===== src/rtl/sram_seq_pkg.sv =====
// Shared types and helpers for the static RAM cycle sequencer.
// Assumes nothing beyond IEEE 1800-2017 packages.
package sram_seq_pkg;

    // Sequencer phases, one per counted timing margin.
    typedef enum logic [2:0] {
        ST_IDLE   = 3'd0,
        ST_SETUP  = 3'd1,
        ST_ACTIVE = 3'd2,
        ST_DHOLD  = 3'd3,
        ST_AHOLD  = 3'd4
    } seq_state_e;

    // Larger of two integers, used to size the phase counter.
    function automatic int max2(input int a, input int b);
        return (a > b) ? a : b;
    endfunction

endpackage


===== src/rtl/sram_seq_timer.sv =====
// Loadable down counter that times one sequencer phase.
// A phase of N cycles is started by loading N-1; last is high in its final cycle.
// Assumes the loaded value fits in CW bits.
module sram_seq_timer #(
    parameter int CW = 4
) (
    input  logic          clk,
    input  logic          rst_n,
    input  logic          load,
    input  logic [CW-1:0] load_val,
    output logic          last
);

    logic [CW-1:0] cnt_q;

    // Count down toward zero; a load restarts the phase.
    always_ff @(posedge clk) begin
        if (!rst_n)
            cnt_q <= '0;
        else if (load)
            cnt_q <= load_val;
        else if (cnt_q != '0)
            cnt_q <= cnt_q - 1'b1;
    end

    assign last = (cnt_q == '0);

endmodule


===== src/rtl/sram_seq_fsm.sv =====
// Phase sequencer: walks idle, setup, active, data hold and address hold.
// The strobes are registered from the next state so that they change
// glitch-free on the same edge as the phase. Assumes every *_CYC >= 1.
module sram_seq_fsm
    import sram_seq_pkg::*;
#(
    parameter int AS_CYC = 2,
    parameter int WP_CYC = 3,
    parameter int DH_CYC = 1,
    parameter int AH_CYC = 2,
    parameter int RA_CYC = 3,
    parameter int CW     = 3
) (
    input  logic          clk,
    input  logic          rst_n,
    input  logic          req,
    input  logic          req_write,
    input  logic          tmr_last,
    output logic          tmr_load,
    output logic [CW-1:0] tmr_val,
    output logic          accept,
    output logic          capture,
    output logic          done,
    output logic          cs_n,
    output logic          oe_n,
    output logic          we_n
);

    localparam logic [CW-1:0] AS_M1 = CW'(AS_CYC - 1);
    localparam logic [CW-1:0] WP_M1 = CW'(WP_CYC - 1);
    localparam logic [CW-1:0] DH_M1 = CW'(DH_CYC - 1);
    localparam logic [CW-1:0] AH_M1 = CW'(AH_CYC - 1);
    localparam logic [CW-1:0] RA_M1 = CW'(RA_CYC - 1);

    seq_state_e state_q, state_d;
    logic       wr_q;
    logic       finish;

    // Next phase, timer reload value and single-cycle strobes.
    always_comb begin
        state_d  = state_q;
        tmr_load = 1'b0;
        tmr_val  = '0;
        accept   = 1'b0;
        capture  = 1'b0;
        finish   = 1'b0;
        case (state_q)
            ST_IDLE: begin
                if (req) begin
                    accept   = 1'b1;
                    state_d  = ST_SETUP;
                    tmr_load = 1'b1;
                    tmr_val  = AS_M1;
                end
            end
            ST_SETUP: begin
                if (tmr_last) begin
                    state_d  = ST_ACTIVE;
                    tmr_load = 1'b1;
                    tmr_val  = wr_q ? WP_M1 : RA_M1;
                end
            end
            ST_ACTIVE: begin
                if (tmr_last) begin
                    tmr_load = 1'b1;
                    if (wr_q) begin
                        state_d = ST_DHOLD;
                        tmr_val = DH_M1;
                    end else begin
                        capture = 1'b1;
                        state_d = ST_AHOLD;
                        tmr_val = AH_M1;
                    end
                end
            end
            ST_DHOLD: begin
                if (tmr_last) begin
                    state_d  = ST_AHOLD;
                    tmr_load = 1'b1;
                    tmr_val  = AH_M1;
                end
            end
            ST_AHOLD: begin
                if (tmr_last) begin
                    state_d = ST_IDLE;
                    finish  = 1'b1;
                end
            end
            default: state_d = ST_IDLE;
        endcase
    end

    // Phase register and latched transfer direction.
    always_ff @(posedge clk) begin
        if (!rst_n) begin
            state_q <= ST_IDLE;
            wr_q    <= 1'b0;
        end else begin
            state_q <= state_d;
            if (accept)
                wr_q <= req_write;
        end
    end

    // Registered strobes and done pulse, all inactive during reset.
    always_ff @(posedge clk) begin
        if (!rst_n) begin
            cs_n <= 1'b1;
            oe_n <= 1'b1;
            we_n <= 1'b1;
            done <= 1'b0;
        end else begin
            cs_n <= !(state_d == ST_ACTIVE);
            oe_n <= !((state_d == ST_ACTIVE) && !wr_q);
            we_n <= !((state_d == ST_ACTIVE) && wr_q);
            done <= finish;
        end
    end

endmodule


===== src/rtl/sram_seq_datapath.sv =====
// Address, write-data and read-capture registers.
// Address and write data load only when a request is accepted, so they stay
// stable for the whole bus cycle and its hold phases.
module sram_seq_datapath #(
    parameter int AW = 8,
    parameter int DW = 16
) (
    input  logic          clk,
    input  logic          rst_n,
    input  logic          accept,
    input  logic          capture,
    input  logic [AW-1:0] req_addr,
    input  logic [DW-1:0] req_wdata,
    input  logic [DW-1:0] mem_dout,
    output logic [AW-1:0] mem_addr,
    output logic [DW-1:0] mem_din,
    output logic [DW-1:0] rd_data
);

    // Hold the request's address and data for the whole cycle.
    always_ff @(posedge clk) begin
        if (!rst_n) begin
            mem_addr <= '0;
            mem_din  <= '0;
        end else if (accept) begin
            mem_addr <= req_addr;
            mem_din  <= req_wdata;
        end
    end

    // Capture memory output at the end of the read access phase.
    always_ff @(posedge clk) begin
        if (!rst_n)
            rd_data <= '0;
        else if (capture)
            rd_data <= mem_dout;
    end

endmodule


===== src/rtl/sram_seq_ctrl.sv =====
// Top of the static RAM cycle sequencer. Turns single-cycle host requests
// into counted read and write bus cycles for an asynchronous static RAM.
// Assumes separate data-in and data-out memory buses and every *_CYC >= 1.
module sram_seq_ctrl
    import sram_seq_pkg::*;
#(
    parameter int AW     = 8,
    parameter int DW     = 16,
    parameter int AS_CYC = 2,
    parameter int WP_CYC = 3,
    parameter int DH_CYC = 1,
    parameter int AH_CYC = 2,
    parameter int RA_CYC = 3
) (
    input  logic          clk,
    input  logic          rst_n,
    input  logic          req,
    input  logic          req_write,
    input  logic [AW-1:0] req_addr,
    input  logic [DW-1:0] req_wdata,
    output logic [DW-1:0] rd_data,
    output logic          done,
    output logic [AW-1:0] mem_addr,
    output logic [DW-1:0] mem_din,
    input  logic [DW-1:0] mem_dout,
    output logic          mem_cs_n,
    output logic          mem_oe_n,
    output logic          mem_we_n
);

    localparam int MAXLEN = max2(max2(max2(AS_CYC, WP_CYC), max2(DH_CYC, AH_CYC)), RA_CYC);
    localparam int CW     = (MAXLEN > 1) ? $clog2(MAXLEN) : 1;

    logic          tmr_load;
    logic [CW-1:0] tmr_val;
    logic          tmr_last;
    logic          accept;
    logic          capture;

    sram_seq_timer #(.CW(CW)) timer_i (
        .clk      (clk),
        .rst_n    (rst_n),
        .load     (tmr_load),
        .load_val (tmr_val),
        .last     (tmr_last)
    );

    sram_seq_fsm #(
        .AS_CYC (AS_CYC),
        .WP_CYC (WP_CYC),
        .DH_CYC (DH_CYC),
        .AH_CYC (AH_CYC),
        .RA_CYC (RA_CYC),
        .CW     (CW)
    ) fsm_i (
        .clk       (clk),
        .rst_n     (rst_n),
        .req       (req),
        .req_write (req_write),
        .tmr_last  (tmr_last),
        .tmr_load  (tmr_load),
        .tmr_val   (tmr_val),
        .accept    (accept),
        .capture   (capture),
        .done      (done),
        .cs_n      (mem_cs_n),
        .oe_n      (mem_oe_n),
        .we_n      (mem_we_n)
    );

    sram_seq_datapath #(.AW(AW), .DW(DW)) dp_i (
        .clk       (clk),
        .rst_n     (rst_n),
        .accept    (accept),
        .capture   (capture),
        .req_addr  (req_addr),
        .req_wdata (req_wdata),
        .mem_dout  (mem_dout),
        .mem_addr  (mem_addr),
        .mem_din   (mem_din),
        .rd_data   (rd_data)
    );

endmodule


===== config.mk =====
export PLATFORM = sky130hd
export DESIGN_NAME = sram_seq_ctrl
export DESIGN_NICKNAME = d
export VERILOG_FILES = /design/src/rtl/sram_seq_pkg.sv /design/src/rtl/sram_seq_timer.sv /design/src/rtl/sram_seq_fsm.sv /design/src/rtl/sram_seq_datapath.sv /design/src/rtl/sram_seq_ctrl.sv
export SDC_FILE = /design/constraint.sdc
export NUM_CORES = 1
export LEC_CHECK = 0
export BUFFER_PORTS_ARGS = -buffer_cell sky130_fd_sc_hd__buf_4
export CORE_UTILIZATION = 41
export DETAILED_ROUTE_END_ITERATION = 6
export GPL_TIMING_DRIVEN = 0
export MAX_ROUTING_LAYER = met4
export PLACE_DENSITY = 0.78
export SETUP_SLACK_MARGIN = 0.05
export SKIP_LAST_GASP = 1
export SYNTH_ARGS = -nofsm -noshare
export SYNTH_HDL_FRONTEND = slang
export SYNTH_SLANG_ARGS = --single-unit

===== constraint.sdc =====
create_clock -name clk -period 2.03 [get_ports clk]
set_clock_uncertainty 0.2 [all_clocks]
set_input_delay 0.406 -clock clk [delete_from_list [all_inputs] [get_ports clk]]
set_output_delay 0.406 -clock clk [all_outputs]
set_load 0.01 [all_outputs]

## After elaboration in Yosys (flattened, before gate mapping)

Index checks and enable logic that the tools add are counted.

| word-level totals | value |
|---|---|
| register bits after elaboration | 50 |
| bits of input ports | 44 |
| output and inout port bits | 44 |

| operators by class | value |
|---|---|
| add/subtract/negate cells | 1 |
| equal/unequal tests | 5 |
| muxes and demuxes | 22 |
| reductions and logical operators | 12 |

Operators with widths:

| cell | number |
|---|---|
| $mux W3 | 6 |
| $pmux W3 S5 | 1 |
| $eq A3 B2 Y1 const B | 3 |
| $mux W1 | 9 |
| $mux W2 | 4 |
| $pmux W2 S4 | 1 |
| $logic_not A1 Y1 | 4 |
| $reduce_bool A2 Y1 | 2 |
| $eq A3 B1 Y1 const B | 1 |
| $eq A3 B3 Y1 const B | 1 |
| $logic_not A3 Y1 | 1 |
| $reduce_or A3 Y1 | 1 |
| $logic_and A1 B1 Y1 | 2 |
| $logic_not A2 Y1 | 1 |
| $pmux W1 S2 | 1 |
| $reduce_and A2 Y1 | 1 |
| $sub A2 B1 Y2 const B | 1 |

## Logic depth before layout (Yosys ltp)

Gate-level depths: netlist (run 1).

| depth | value |
|---|---|
| word-level depth | 6 |
| depth in mapped cells | 7 |

## Cells and area by module

Synthesis (run 1) repeated with hierarchy kept, for this count alone.

| unflattened totals | value |
|---|---|
| cells, all modules | 186 |
| area, all modules | 2105.8 µm² |

By module, submodules not included:

| module | instances | cells each | area an instance (µm²) |
|---|---|---|---|
| sram_seq_datapath | 1 | 129 | 1549.0 |
| sram_seq_fsm | 1 | 44 | 432.9 |
| sram_seq_timer | 1 | 13 | 123.9 |

## Worst setup path before layout (run 1)

OpenSTA, ideal clock, no wires.

| path | value |
|---|---|
| path kind | flip-flop to flip-flop |
| start | register timer_i.cnt_q[0] |
| end | register dp_i.rd_data[0] |
| library setup time | 0.132 ns |
| data arrival time | 1.449 ns |
| data required time | 1.698 ns |
| path slack | 0.249 ns |
| cell stages (with the launch flop) | 8 |
| path buffers | 2 |
| period minus slack after synthesis | 1.781 ns |
| path through | dfxtp_1 -> inv_1 -> ha_1 -> or3b_1 -> clkbuf_1 -> clkbuf_1 -> o21ai_0 -> a21oi_1 |

| on the way | value |
|---|---|
| longest elaborated chain between the ends | 3 |

RTL lines:

| what | line | source |
|---|---|---|
| start: declaration | sram_seq_timer.sv:14 | `logic [CW-1:0] cnt_q;` |
| start signal: assignment | sram_seq_timer.sv:21 | `cnt_q <= load_val;` |
| start signal: assignment | sram_seq_timer.sv:23 | `cnt_q <= cnt_q - 1'b1;` |
| $logic_not A2 Y1 | sram_seq_timer.sv:26 | `assign last = (cnt_q == '0);` |
| $mux W1 | sram_seq_fsm.sv:64 | `if (tmr_last) begin` |
| $mux W1 | sram_seq_fsm.sv:47 | `case (state_q)` |
| end signal: assignment | sram_seq_datapath.sv:36 | `rd_data <= mem_dout;` |
| end: declaration | sram_seq_datapath.sv:17 | `output logic [DW-1:0] rd_data` |

Every way passes these cells.
A chain may end at the register's enable or synchronous reset.

## Worst setup path after layout (run 1)

| path | value |
|---|---|
| start | register timer_i.cnt_q[1] |
| end | register dp_i.rd_data[1] |

Same word-level chain as after synthesis.

==> results of run 1 <==
-- per-layer routing --
metal / wire length (microns) / vias to the layer above / global-route usage [%] / part of all wire, %
li1: - / 989 / - / -
met1: 2090 / 892 / 23.2 / 42
met2: 2430 / 78 / 34.9 / 49
met3: 395 / 7 / 4.50 / 7.9
met4: 55 / 0 / 6.44 / 1.1
met5: 0 / - / - / 0
-- path summary, 6_finish.rpt --
kind | end | depth (start not counted) | slack [ns]
worst max register to register | dp_i.rd_data[1] | 7 | 0.16
worst max-delay path | dp_i.rd_data[1] | 7 | 0.16
worst min-delay path | fsm_i.state_q[2] | 2 | 0.14
worst min register to register | dp_i.mem_din[11] | 2 | 0.26
-- cell type report --
class                           count  area [sq um]
Buffer                             19           108
Clock buffer                        7          76.3
Clock inverter                      1          30.0
Fill cell                         426          1660
Inverter                            3          11.3
Multi-Input combinational cell    165           870
Sequential cell                    50          1000
Tap cell                           52          65.1
Timing Repair Buffer               87           653
-- through the flow --
stage	utilization [%]	TNS [ns]	cells	area (sq um)
after floorplan	-	0	237	1970
after global placement	60.1	-0.00825	376	2690
after detailed placement	60.1	-0.410	376	2690
after CTS	62.6	0	384	2800
after global routing	62.9	0	384	2810
final	62.9	0	384	2810
-- cells in the mapped netlist (3+ instances only) --
library cell	count	area, sq um
a21oi_1	44	220
buf_2	6	30.0
buf_6	3	33.8
clkbuf_1	10	37.5
dfxtp_1	50	1000
nand2_1	54	203
nand3_1	19	95.1
nor2_1	5	18.8
nor2b_1	3	18.8
o21ai_0	18	90.1
-- flip-flops by register name, indices dropped and copies added, names as in the netlist --
| register | count |
|---|---|
| fsm_i.wr_q | 1 |
| fsm_i.state_q | 3 |
| dp_i.rd_data | 16 |
| fsm_i.cs_n | 1 |
| dp_i.mem_din | 16 |
| timer_i.cnt_q | 2 |
| fsm_i.we_n | 1 |
| fsm_i.oe_n | 1 |
| dp_i.mem_addr | 8 |
| fsm_i.done | 1 |
-- worst max-delay path: stages (launching register included) --
cell and delay [ns]:
dfxtp_1 0.32, inv_1 0.10, ha_4 0.17, or3b_1 0.33, buf_2 0.18, clkbuf_4 0.20
o21ai_0 0.15, a21oi_1 0.09
-- power by group --
group	internal, mW	switching [mW]
combinational	0.550	0.734
sequential	1.14	0.0877
clock	0.369	0.319
-- what timing repair did --
| item | 4_1_cts | 5_1_grt |
|---|---|---|
| hold buffers | 0 | 0 |
| hold endpoints to repair | 0 | 0 |
| resized for setup | 4 | 10 |
| setup endpoints to repair | 10 | 10 |
| pin swaps | 0 | 0 |
-- cells by family after synthesis --
kind of cell             count (synthesis)  share of synthesized area (%)
AO/OA/AOI/OAI                           68                           18.7
AND/OR/NAND/NOR                         94                           23.1
adder cells (fa/ha/maj)                  2                           1.27
buffers and inverters                   22                           5.71
flip-flops                              50                           50.8
XOR/XNOR                                 1                          0.445
==> results.toml, run 1 <==
[run_status]
status = "finished with violations"
violations = "design-rule violations"

[routing]
first_pass_iters = 7
drc = 6
drtAntennaViolNets = 0
wirelength_mm = 4.98
vias = 1966
drt_iter0_drc = 126
wl_per_cell_microns = 13.0
viasPerCell = 5.12

[floorplanning]
die_height_microns = 71.3
die_x_microns = 71.3
initial_core_util_pct = 44.0
num_rows = 24
core_sq_mm = 0.00447
die_area_sq_mm = 0.00509
io_pins = 88

[worst_setup_path]
worstSetupEndpointType = "register"
required_ns = 2.00
worstPathMaxFanout = 10
timing_worst_setup_path_type = "register to register"
r2r_start = "timer_i.cnt_q[1]"
start_kind = "register"
arrival_ns = 1.84
startpoint = "timer_i.cnt_q[1]"

[run]
maxCapViolCount = 0

[sta]
fmax_mhz = 536
tightest_slew_ns = 0.487
setup_violations = 0
fin_crit_sh_pct = 92.0
hold_viol = 0
rsz0062_at_grt = "no"
slew_violations = 0
period_needed_ns = 1.87
setup_slack_ns = 0.163
whs_ns = 0.142
relSlewSlack_pct = 67.6

[layout]
final_cell_mix = "87 x buf_4, 54 x nand2_1, 50 x dfxtp_1"
num_antenna_cells = 0
layout-area-overhead-vs-synth_pct = 42.8
drive_above_1_share_pct = 33.1
layout_commonest_cell = "buf_4"
fin_nets = 377

[global_route]
antenna_found_initial = 0
grt_usage_pct = 20.2
grt_pass1_vias = 1849
grt_pass1_wl_mm = 8.00
grt_max_degree = 15
overflow = 0

[hold_path]
min_path_type = "input port to register"
min_from = "rst_n"

[clock_tree]
cts_buffers = 5
cts_root_buf = "clkbuf_8"
htreeDepth = 2
clock_sinks = 50
cts.clk_slew.worst_paths_ns = 0.09
cts_tree = "done"
cts.path.max_buffers = 2
cts_setup_buffers = 0
worstSkewPairLatency_ns = 0.30

[power_and_ir_drop]
ir_worst_vdd_v = 0.000725
leakage_nw = 1.22
p_per_area_mw_per_mm2 = 1140
p_total_mw = 3.20

[yosys]
syn_area_sq_mm = 0.00197
synth-edff-count = 0
syn_inst = 237
synth_ff_type = "dfxtp_1"
ys_types = 31
synthesis.nets = 283
ys_ff_latch = 50
yosys_warnings = 0
async_reset_ff_share_pct = 0
synth_area_per_cell_sq_um = 8.31
yosysSeqAreaShare_pct = 50.8

[place]
dp_slack_ns = -0.0748
place_hpwl_mm = 3.61
place.gp.congestion = 0.818
portBuffers = 87
Note: power is estimated with default switching activity, not from simulation.
==> inputs of run 2 (changes only) <==
==> constraint.sdc (replaced) <==
create_clock -name clk -period 2.43 [get_ports clk]
set_clock_uncertainty 0.2 [all_clocks]
set_input_delay 0.486 -clock clk [delete_from_list [all_inputs] [get_ports clk]]
set_output_delay 0.486 -clock clk [all_outputs]
set_load 0.01 [all_outputs]
==> results.toml, run 2 (synthesized netlist as in run 1, its figures left out) <==
[clock_tree]
clock_sinks = 50
hold_buffers = 0
cts_buffers = 5
worstSkewPairLatency_ns = 0.30
cts.path.max_buffers = 2
cts_resized = 0
cts_tree = "done"
htreeDepth = 2
cts.clk_slew.worst_paths_ns = 0.09
cts_root_buf = "clkbuf_8"
cts_setup_buffers = 0

[worst_setup_path]
crit_chain = "inv_1 > ha_1 > or3b_1 > clkbuf_1 > clkbuf_1 > o21ai_0 > a21oi_1"
cpPeakStageDelay_ns = 0.36
cpLargestDelayFamily = "buffers and inverters"
worstPathMaxFanout = 10
startpoint = "timer_i.cnt_q[0]"
required_ns = 2.40
critPathSlowestCell = "or3b_1"
crit_buf_inv = 3
cp.depth = 7
worstSetupEndpointType = "register"
timing_worst_setup_path_type = "register to register"
ff2ff_path_depth = 7
start_kind = "register"
arrival_ns = 2.11
r2r_start = "timer_i.cnt_q[0]"
cpMostUsedCell = "clkbuf_1"

[sta]
relSlewSlack_pct = 67.1
tns_ns = 0
hold_viol = 0
period_needed_ns = 2.14
rsz0062_at_grt = "no"
fmax_mhz = 468
setup_violations = 0
slew_violations = 0
fin_crit_sh_pct = 87.9
whs_ns = 0.216
tightest_slew_ns = 0.493

[hold_path]
min_path_type = "input port to register"
min_from = "rst_n"
whs_path_depth = 2

[layout]
stdcell_area_sq_mm = 0.00280
final_cells = 384
final_core_util_pct = 62.5
layout_commonest_cell = "buf_4"
drive_above_1_share_pct = 31.6
num_antenna_cells = 0
fin_nets = 377
final_cell_mix = "87 x buf_4, 54 x nand2_1, 50 x dfxtp_1"
largestRegisters = "dp_i.mem_din x16, dp_i.rd_data x16, dp_i.mem_addr x8"
layout-area-overhead-vs-synth_pct = 41.8

[floorplanning]
initial_core_util_pct = 44.0
core_sq_mm = 0.00447
die_x_microns = 71.3
num_rows = 24
io_pins = 88
die_height_microns = 71.3
die_area_sq_mm = 0.00509

[power_and_ir_drop]
intPower_mw = 1.69
power_switching_uw = 935
p_comb_share_pct = 39.3
ir_worst_vdd_v = 0.000593
leakage_nw = 1.21
swShare_pct = 35.6
sequentialPowerShare_pct = 39.0
p_clk_share_pct = 21.7
p_per_area_mw_per_mm2 = 939

[run_status]
status = "finished with violations"
violations = "design-rule violations"

[routing]
vias = 1957
drc = 6
viasPerCell = 5.10
drt_iter0_drc = 131
wirelength_mm = 4.95
drtAntennaViolNets = 0
first_pass_iters = 7
wl_per_cell_microns = 12.9

[place]
place.gp.congestion = 0.818
portBuffers = 87
place_hpwl_mm = 3.61
placed_area_sq_mm = 0.00269
place_inst = 376

[global_route]
grt_pass1_wl_mm = 8.01
grt_usage_pct = 20.2
overflow = 0
grt_max_degree = 15
antenna_found_initial = 0
grt_pass1_vias = 1850

[run]
maxCapViolCount = 0
==> run 2: area by class of cell <==
type                       instances  area [sq um]
tap                               52          65.1
buffer                            19           101
clock inverter                     1          30.0
sequential                        50          1000
clock buffer                       7          76.3
fill                             425          1680
multi-input combinational        165           857
timing repair buffer              87           653
inverter                           3          11.3
==> run 2: path summary, 6_finish.rpt <==
check / end / slack [ns]
max reg2reg: dp_i.rd_data[14] / 0.29
max: dp_i.rd_data[14] / 0.29
min: fsm_i.state_q[2] / 0.22
min reg2reg: dp_i.mem_din[11] / 0.26
==> run 2: power groups by stage <==
| stage | combinational (mW) | clock [mW] | sequential [mW] |
|---|---|---|---|
| 2_1_floorplan | 0.611 | 0 | 1.08 |
| 3_3_place_gp | 1.01 | 0 | 1.03 |
| 3_5_place_dp | 1.04 | 0 | 1.04 |
| 4_1_cts | 1.04 | 0.582 | 1.02 |
| 5_1_grt | 1.14 | 0.617 | 1.04 |
| 6_report | 1.03 | 0.570 | 1.02 |
==> run 2: per-layer routing <==
metal  vias to the layer above  track usage [%]  wire, microns
met5                         -                -              0
met4                         0             6.44             12
met3                         2             4.50            328
met2                        64             34.9           2460
met1                       900             23.2           2150
li1                        991                -              -
==> run 2: per-stage QoR <==
step                total power, mW  setup slack (ns)
floorplan                      1.69             0.649
global placement               2.04             0.392
detailed placement             2.08             0.325
CTS                            2.64             0.318
global route                   2.79             0.162
finish                         2.63             0.294
